==> src/rtl/fpcmp_pkg.sv <==
package fpcmp_pkg;
  localparam int WORD_W     = 64;
  localparam int DBL_EXP_W  = 11;
  localparam int DBL_FRAC_W = 52;
  localparam int SGL_EXP_W  = 8;
  localparam int SGL_FRAC_W = 23;
  localparam int MAG_W      = DBL_EXP_W + DBL_FRAC_W;
  localparam int COND_W     = 4;

  // condition bit positions
  localparam int C_UNORD  = 0;
  localparam int C_EQUAL  = 1;
  localparam int C_LESS   = 2;
  localparam int C_SIGNAL = 3;

  typedef struct packed {
    logic             sign;
    logic             nan;
    logic             snan;
    logic             zero;
    logic [MAG_W-1:0] mag;
  } fp_class_t;
endpackage

==> src/rtl/fpcmp_field.sv <==
module fpcmp_field
  import fpcmp_pkg::*;
#(
  parameter int EXP_W  = 8,
  parameter int FRAC_W = 23
) (
  input  logic [EXP_W+FRAC_W:0] bits_i,
  input  logic                  abs_mode,
  output fp_class_t             cls_o
);
  localparam int SIGN_B = EXP_W + FRAC_W;

  logic [EXP_W-1:0]  exp_f;
  logic [FRAC_W-1:0] frac_f;
  logic              exp_ones;
  logic              frac_nz;

  assign exp_f    = bits_i[SIGN_B-1:FRAC_W];
  assign frac_f   = bits_i[FRAC_W-1:0];
  assign exp_ones = &exp_f;
  assign frac_nz  = |frac_f;

  always_comb begin
    cls_o.sign = bits_i[SIGN_B] & ~abs_mode;
    cls_o.nan  = exp_ones & frac_nz;
    cls_o.snan = exp_ones & frac_nz & ~frac_f[FRAC_W-1];
    cls_o.zero = ~|bits_i[SIGN_B-1:0];
    cls_o.mag  = MAG_W'(bits_i[SIGN_B-1:0]);
  end
endmodule

==> src/rtl/fpcmp_operand.sv <==
module fpcmp_operand
  import fpcmp_pkg::*;
(
  input  logic [WORD_W-1:0] word_i,
  input  logic              fmt_dbl,
  input  logic              abs_mode,
  output fp_class_t         cls_o
);
  fp_class_t cls_fmt [2];

  for (genvar g = 0; g < 2; g++) begin : g_fmt
    localparam int EW = (g == 1) ? DBL_EXP_W  : SGL_EXP_W;
    localparam int FW = (g == 1) ? DBL_FRAC_W : SGL_FRAC_W;
    fpcmp_field #(.EXP_W(EW), .FRAC_W(FW)) u_field (
      .bits_i   (word_i[EW+FW:0]),
      .abs_mode (abs_mode),
      .cls_o    (cls_fmt[g])
    );
  end

  assign cls_o = fmt_dbl ? cls_fmt[1] : cls_fmt[0];
endmodule

==> src/rtl/fpcmp_relate.sv <==
module fpcmp_relate
  import fpcmp_pkg::*;
(
  input  fp_class_t a_i,
  input  fp_class_t b_i,
  output logic      eq_o,
  output logic      lt_o,
  output logic      unord_o,
  output logic      snan_o
);
  logic mag_eq, mag_lt, ord_below;

  assign mag_eq = (a_i.mag == b_i.mag);
  assign mag_lt = (a_i.mag <  b_i.mag);

  always_comb begin
    unord_o = a_i.nan | b_i.nan;
    snan_o  = a_i.snan | b_i.snan;
    eq_o    = ~unord_o & ((a_i.zero & b_i.zero) |
                          ((a_i.sign == b_i.sign) & mag_eq));
    if (a_i.sign != b_i.sign)
      ord_below = a_i.sign;
    else if (a_i.sign)
      ord_below = ~mag_lt & ~mag_eq;
    else
      ord_below = mag_lt;
    lt_o = ~unord_o & ~eq_o & ord_below;
  end
endmodule

==> src/rtl/fp_cond_cmp.sv <==
module fp_cond_cmp
  import fpcmp_pkg::*;
(
  input  logic              clk,
  input  logic              rst,
  input  logic              in_valid,
  input  logic [63:0]       op_a,
  input  logic [63:0]       op_b,
  input  logic              fmt_dbl,
  input  logic              abs_mode,
  input  logic [3:0]        cond,
  output logic              out_valid,
  output logic              out_cond,
  output logic              out_invalid
);
  fp_class_t cls_a, cls_b;
  logic eq_w, lt_w, unord_w, snan_w;
  logic res_d, inv_d;

  fpcmp_operand u_opa (.word_i(op_a), .fmt_dbl(fmt_dbl), .abs_mode(abs_mode), .cls_o(cls_a));
  fpcmp_operand u_opb (.word_i(op_b), .fmt_dbl(fmt_dbl), .abs_mode(abs_mode), .cls_o(cls_b));

  fpcmp_relate u_rel (
    .a_i(cls_a), .b_i(cls_b),
    .eq_o(eq_w), .lt_o(lt_w), .unord_o(unord_w), .snan_o(snan_w)
  );

  assign res_d = (cond[C_LESS]  & lt_w) |
                 (cond[C_EQUAL] & eq_w) |
                 (cond[C_UNORD] & unord_w);
  assign inv_d = unord_w & (cond[C_SIGNAL] | snan_w);

  always_ff @(posedge clk) begin
    if (rst) begin
      out_valid   <= 1'b0;
      out_cond    <= 1'b0;
      out_invalid <= 1'b0;
    end else begin
      out_valid <= in_valid;
      if (in_valid) begin
        out_cond    <= res_d;
        out_invalid <= inv_d;
      end
    end
  end

  // strobe follows request by one cycle, and only then
  a_r9_valid_follows: assert property (@(posedge clk) disable iff (rst)
    in_valid |=> out_valid);
  a_r9_no_spurious: assert property (@(posedge clk) disable iff (rst)
    !in_valid |=> !out_valid);
  // signal-on-NaN bit
  a_r2_cond3_invalid: assert property (@(posedge clk) disable iff (rst)
    (in_valid && unord_w && cond[C_SIGNAL]) |=> out_invalid);
  // ordered compares are quiet
  a_r3_ordered_quiet: assert property (@(posedge clk) disable iff (rst)
    (in_valid && !unord_w) |=> !out_invalid);
  // unordered result depends only on the unordered select
  a_r1_unord_result: assert property (@(posedge clk) disable iff (rst)
    (in_valid && unord_w) |=> (out_cond == $past(cond[C_UNORD])));
  // two zeros of any sign compare equal
  a_r5_zero_equal: assert property (@(posedge clk) disable iff (rst)
    (in_valid && cls_a.zero && cls_b.zero) |=> (out_cond == $past(cond[C_EQUAL])));
  // less and equal never both hold
  a_r6_eq_lt_excl: assert property (@(posedge clk) disable iff (rst)
    !(eq_w && lt_w));
endmodule

==> config.mk <==
export PLATFORM = sky130hd
export DESIGN_NAME = fp_cond_cmp
export DESIGN_NICKNAME = d
export VERILOG_FILES = /design/src/rtl/fpcmp_pkg.sv /design/src/rtl/fpcmp_field.sv /design/src/rtl/fpcmp_operand.sv /design/src/rtl/fpcmp_relate.sv /design/src/rtl/fp_cond_cmp.sv
export SDC_FILE = /design/constraint.sdc
export NUM_CORES = 1
export LEC_CHECK = 0
export BUFFER_PORTS_ARGS = -buffer_cell sky130_fd_sc_hd__buf_4
export CELL_PAD_IN_SITES_DETAIL_PLACEMENT = 1
export CELL_PAD_IN_SITES_GLOBAL_PLACEMENT = 2
export CORE_AREA = 2 2 107 109
export CTS_BUF_LIST = sky130_fd_sc_hd__clkbuf_16
export DETAILED_ROUTE_END_ITERATION = 16
export DIE_AREA = 0 0 109 111
export GPL_ROUTABILITY_DRIVEN = 0
export MAX_ROUTING_LAYER = met4
export PLACE_DENSITY_LB_ADDON = 0.1
export SKIP_LAST_GASP = 1
export SLEW_MARGIN = 20
export SYNTH_ARGS = -nofsm -noshare
export SYNTH_HDL_FRONTEND = slang
export SYNTH_SLANG_ARGS = --single-unit
export TNS_END_PERCENT = 30
==> constraint.sdc <==
create_clock -name clk -period 5 [get_ports clk]
set_input_delay 1.5 -clock clk [delete_from_list [all_inputs] [get_ports clk]]
set_output_delay 1.5 -clock clk [all_outputs]
set_load 0.02 [all_outputs]
**After elaboration in Yosys (flattened, before gate mapping)**

Cells that the tools add are included.

- Flip-flop bits (word level): 3
- Input bits: 137
- Output and inout bits: 3

- Magnitude comparators: 1
- Eq/ne operators: 3
- Mux-type cells: 4
- Bitwise gates (word level): 37
- Reduce and logical (&&, ||, !) cells: 16

Operator list:

| kind | count |
|---|---|
| $mux 67 | 2 |
| $reduce_or 63->1 | 2 |
| $reduce_or 52->1 | 2 |
| $eq 63x63->1 | 1 |
| $lt 63x63->1 | 1 |
| $reduce_or 31->1 | 2 |
| $reduce_or 23->1 | 2 |
| $and 1x1->1 | 22 |
| $reduce_and 11->1 | 2 |
| $reduce_and 8->1 | 2 |
| $not 1->1 | 9 |
| $or 1x1->1 | 6 |
| $logic_not 1->1 | 4 |
| $mux 1 | 2 |
| $eq 1x1->1 | 1 |
| $ne 1x1->1 | 1 |

**Logic depth before layout (Yosys ltp)**

- Word-level depth: 14
- Gate-level depth with buffers: 13

**By module**

From an unflattened synthesis, not the netlist that was laid out.

- Cell total of the unflattened synthesis: 739
- Area total of the unflattened synthesis: 6,153.4 um2

Modules (own cells, without submodules):

| module | instances | cells an instance | area an instance (um2) | seq. area each (um2) |
|---|---|---|---|---|
| fpcmp_operand | 2 | 74 | 923.4 | 0.0 |
| fpcmp_relate | 1 | 233 | 1,667.8 | 0.0 |
| fpcmp_field at u_opa.g_fmt[1].u_field ... | 2 | 93 | 669.4 | 0.0 |
| fpcmp_field at u_opa.g_fmt[0].u_field ... | 2 | 81 | 596.8 | 0.0 |
| fp_cond_cmp | 1 | 10 | 106.4 | 60.1 |

**Least setup slack after synthesis**

OpenSTA, ideal clock, no wires.

- Path kind: in2reg
- Start: in fmt_dbl
- End: reg out_cond
- Library setup time: 0.117 ns
- Arrival: 3.868 ns
- Required time: 4.883 ns
- Slack: 1.015 ns
- Cell stages on the path: 13
- Buffers on the path: 3
- Path through: clkbuf_1 -> clkbuf_1 -> clkbuf_1 -> nand2_1 -> ha_1 -> a21oi_1 -> nand2_1 -> a221o_1 -> o31a_1 -> nor3_1 -> o21ai_0 -> mux2i_1 -> o2bb2ai_1

- Longest elaborated chain between the ends: 11
- Elaborated cells between the ends (all ways): 25

Ends and longest elaborated chain:

| element | line | text |
|---|---|---|
| start: declaration | fp_cond_cmp.sv:9 | `input logic fmt_dbl,` |
| branches (longest 10 deep; another with $lt 63x63->1) | n/a |  |
| $or 1x1->1 (*) | fp_cond_cmp.sv:29 | `(cond[C_EQUAL] & eq_w) \|` |
| end signal: assignment | fp_cond_cmp.sv:41 | `out_cond <= res_d;` |
| end: declaration | fp_cond_cmp.sv:13 | `output logic out_cond,` |

Mark *: on every way between the ends.
A chain may end at the register's enable or synchronous reset.

**Worst setup path after layout**

Same ends and word-level chain as after synthesis.

==> run summary <==
The maximum number of pins on one net before global-route repair is 72. The HPWL after detailed placement is 9100 µm. The number of antenna diodes in the final layout is 0. The y dimension of the die is roughly 110 µm. In this run the worst setup path begins at fmt_dbl.

The number of nets with antenna violations after routing is 0. The region available for standard cell placement spans 11,100 µm². The global-route wire length before repair is around 16,000 µm. The die outline area came out at 12,100 µm².

Of all nets on the critical path, the largest fanout is 71. The worst-case IR drop observed on VDD is ~150 µV. Buffers inserted during clock tree synthesis total 3.

The clock-pin slew on the worst setup and hold paths came out at 30 ps. The count of flip-flops with a built-in enable after synthesis is 0. Leaving out fill and tap cells, the most frequent cell in the layout is buf_4. TritonCTS built the clock tree. The worst register-to-register path has a setup slack of around 4000 ps. The number of buffers added on ports came out at 139. The starting DRC count in detailed routing came out at 100. The share of the cycle needed by the critical path after routing came out at between 70% and 80%. From left edge to right edge, the die measures 109 µm.

The number of global-route vias before repair is approximately 3,300. The worst setup path is captured at a flop. The clock reaches the later pin of the worst-skew pair after 220 ps.

The detail-routed via count per cell came out at 4.87. The post-detailed-route wirelength per cell came out at 15.6 µm. In this run the clock root is driven by a clkbuf_16. The sink count of the clock tree is 3. The worst slew margin relative to its limit came out at roughly 58%. The top cell types in the final layout, fill and taps aside, are 139 x buf_4, 63 x ha_1, 53 x nand2_1. The final cell count without fillers came out at 640. The aggregate negative setup slack is 0 ps. The area occupied by multi-input gates came out at 2230 µm². Setup repair after global routing left no endpoint under its margin. The number of maximum-capacitance constraint violations is 0.

For this run, the top clock speed supported by timing is 256 MHz. The startpoint identified for the worst register-to-register timing path is out_cond. The number of placed cells counting well taps came out at 636.

The leftover overflow at the end of global routing came out at 0. The starting utilization of the core area is 22.2%. In the synthesized netlist the async set-or-reset flop fraction comes to 0%. The required time of the critical path came out at 5110 ps. The design area came out at 3730 µm². The power density over the cells is 113 nW/µm². For the worst flop-to-flop path, the logic depth is 6. The final number of setup-violating endpoints is 0. The total area of sequential cells is 60.1 µm². In this run the worst hold path is classified as flop to flop. The flow ran to the end, and the final reports show no timing, DRC or antenna violations. When the netlist entered floorplanning its net count stood at 562. After synthesis the netlist holds a flip-flop and latch count of 3. The first-pass detailed-route iteration total is 4.

The endpoint of the worst-slack reg-to-reg timing path is out_cond. The worst setup skew after layout is 0 ps. The largest buffer count on any clock path came out at 2. After clock tree synthesis, the setup repair step added 0 buffers. The count of nets after finishing came out at 698. The all-layer global routing usage is 16.8%. The overall via count from detail_route came out at 3,115. The cell area reported after detailed placement came out at 3650 µm².

The setup path with the least slack is of type input pin to flop. The count of final hold-check violations came out at 0. In this run, distinct cell masters in the synthesized netlist total 41.

The total number of yosys warnings came out at 0. The type of element launching the critical path is an input pin. The number of cells produced by synthesis came out at 362. The core utilization of the finished layout is 33.7%. The synthesized area divided by synthesized cell count is 6.80 µm². The number of slew-limit violations in the final report is 0. The initialized floorplan defines 39 standard-cell rows. The clock period minus worst slack is ~3900 ps. The area growth from synthesis to final layout came out at 51.7%. In this run the worst setup path terminates at out_cond.

The post-route netlist has 30.0% of its cells at a drive strength greater than 1. The boundary pin count came out at 140. The post-cts resize count came out at 0. Summing the sequential cell areas from Yosys gives between 2 and 2.5% of the chip area. The power after layout came out at 0.000421 W. The initial antenna violation count came to 0. The filler cell count came out at around 1,400. In this run the number of H-tree levels came out at 1. The number of DRC violations after detailed routing is 0. The transition time at the pin with the least slew margin is around 630 ps.

The summed instance area of the synthesized netlist is about 2500 µm². The aggregate routed wire length is approximately 10,000 µm. The arrival time of data at the critical path endpoint is 4010 ps. For this run, the leading register cell type out of synthesis is dfxtp_1. The quantity of hold-fixing buffers added after cts is 0.

The leakage power summed over all cells came out at approximately 1.8 nW.
==> Yosys cell counts (3+ instances only) <==
| master | instances | area share (%) |
|---|---|---|
| nand2_1 | 53 | 8.1 |
| nor2_1 | 11 | 1.7 |
| nand3_1 | 13 | 2.6 |
| a21oi_1 | 26 | 5.3 |
| mux2i_1 | 3 | 1.2 |
| clkbuf_1 | 8 | 1.2 |
| a221oi_1 | 3 | 1.1 |
| o21ai_0 | 8 | 1.6 |
| nor4_1 | 28 | 7.1 |
| and2_1 | 31 | 7.9 |
| o21ai_1 | 3 | 0.61 |
| ha_1 | 63 | 32 |
| dfxtp_1 | 3 | 2.4 |
| inv_1 | 37 | 5.6 |
| nor3_1 | 11 | 2.2 |
| a21o_1 | 5 | 1.5 |
| nand4_1 | 27 | 6.9 |
==> worst min-delay path by stage <==
| stage | startpoint | to | slack (ps) | cells past startpoint |
|---|---|---|---|---|
| final | out_invalid | out_invalid | 470 | 2 |
| after global routing | out_invalid | out_invalid | 500 | 2 |
| after CTS | out_invalid | out_invalid | 470 | 2 |
| after detailed placement | out_invalid | out_invalid | 460 | 2 |
| after global placement | out_invalid | out_invalid | 470 | 2 |
| after floorplan | out_invalid | out_invalid | 540 | 2 |
==> registers in the layout, indices dropped and copies added (netlist names) <==
signal       flops
out_valid        1
out_invalid      1
out_cond         1
==> critical path, cell delays in order <==
cell and delay (ps):
buf_4 470, nand2_1 150, ha_1 330, nand4_1 130, nor4_1 590, nand2_1 140, a21oi_1 160, nor3_1 60
o21ai_0 110, mux2i_1 260, o2bb2ai_1 80
==> final cells by class <==
cell class              count  area share [%]
repair buffers            139            28.0
inverters                  37            3.72
clock buffers               3            2.01
well taps                 143            4.80
clock inverters             1           0.101
multi-input cells         314            59.8
flip-flops and latches      3            1.61
==> power breakdown <==
part	internal [W]	switching, W
Clock	0.000103	0.0000239
Combinational	0.000139	0.000129
Sequential	0.0000254	0.000000604
Total	0.000267	0.000153
==> per-layer routing <==
metal / global-route usage (%) / share of wire, % / vias up
li1: - / - / 1621
met1: 22.5 / 47 / 1412
met2: 27.8 / 47 / 74
met3: 2.00 / 5.5 / 8
met4: 2.05 / 0.70 / 0
met5: - / 0 / -
==> cells by family after synthesis <==
logic type,Yosys count,share of synthesized area [%]
compound gates,58,14.6
fa+ha+maj,63,32.0
xor+xnor,1,0.356
buf+inv,45,6.87
mux,3,1.22
simple gates,189,42.4
flops,3,2.44
==> per-stage QoR <==
stage,hold slack [ps],setup WS [ps]
global placement,466,967
floorplan,541,1010
CTS,466,1070
detailed placement,459,853
global route,505,795
finish,467,1100
No activity file was read; power rests on OpenSTA's default activity.
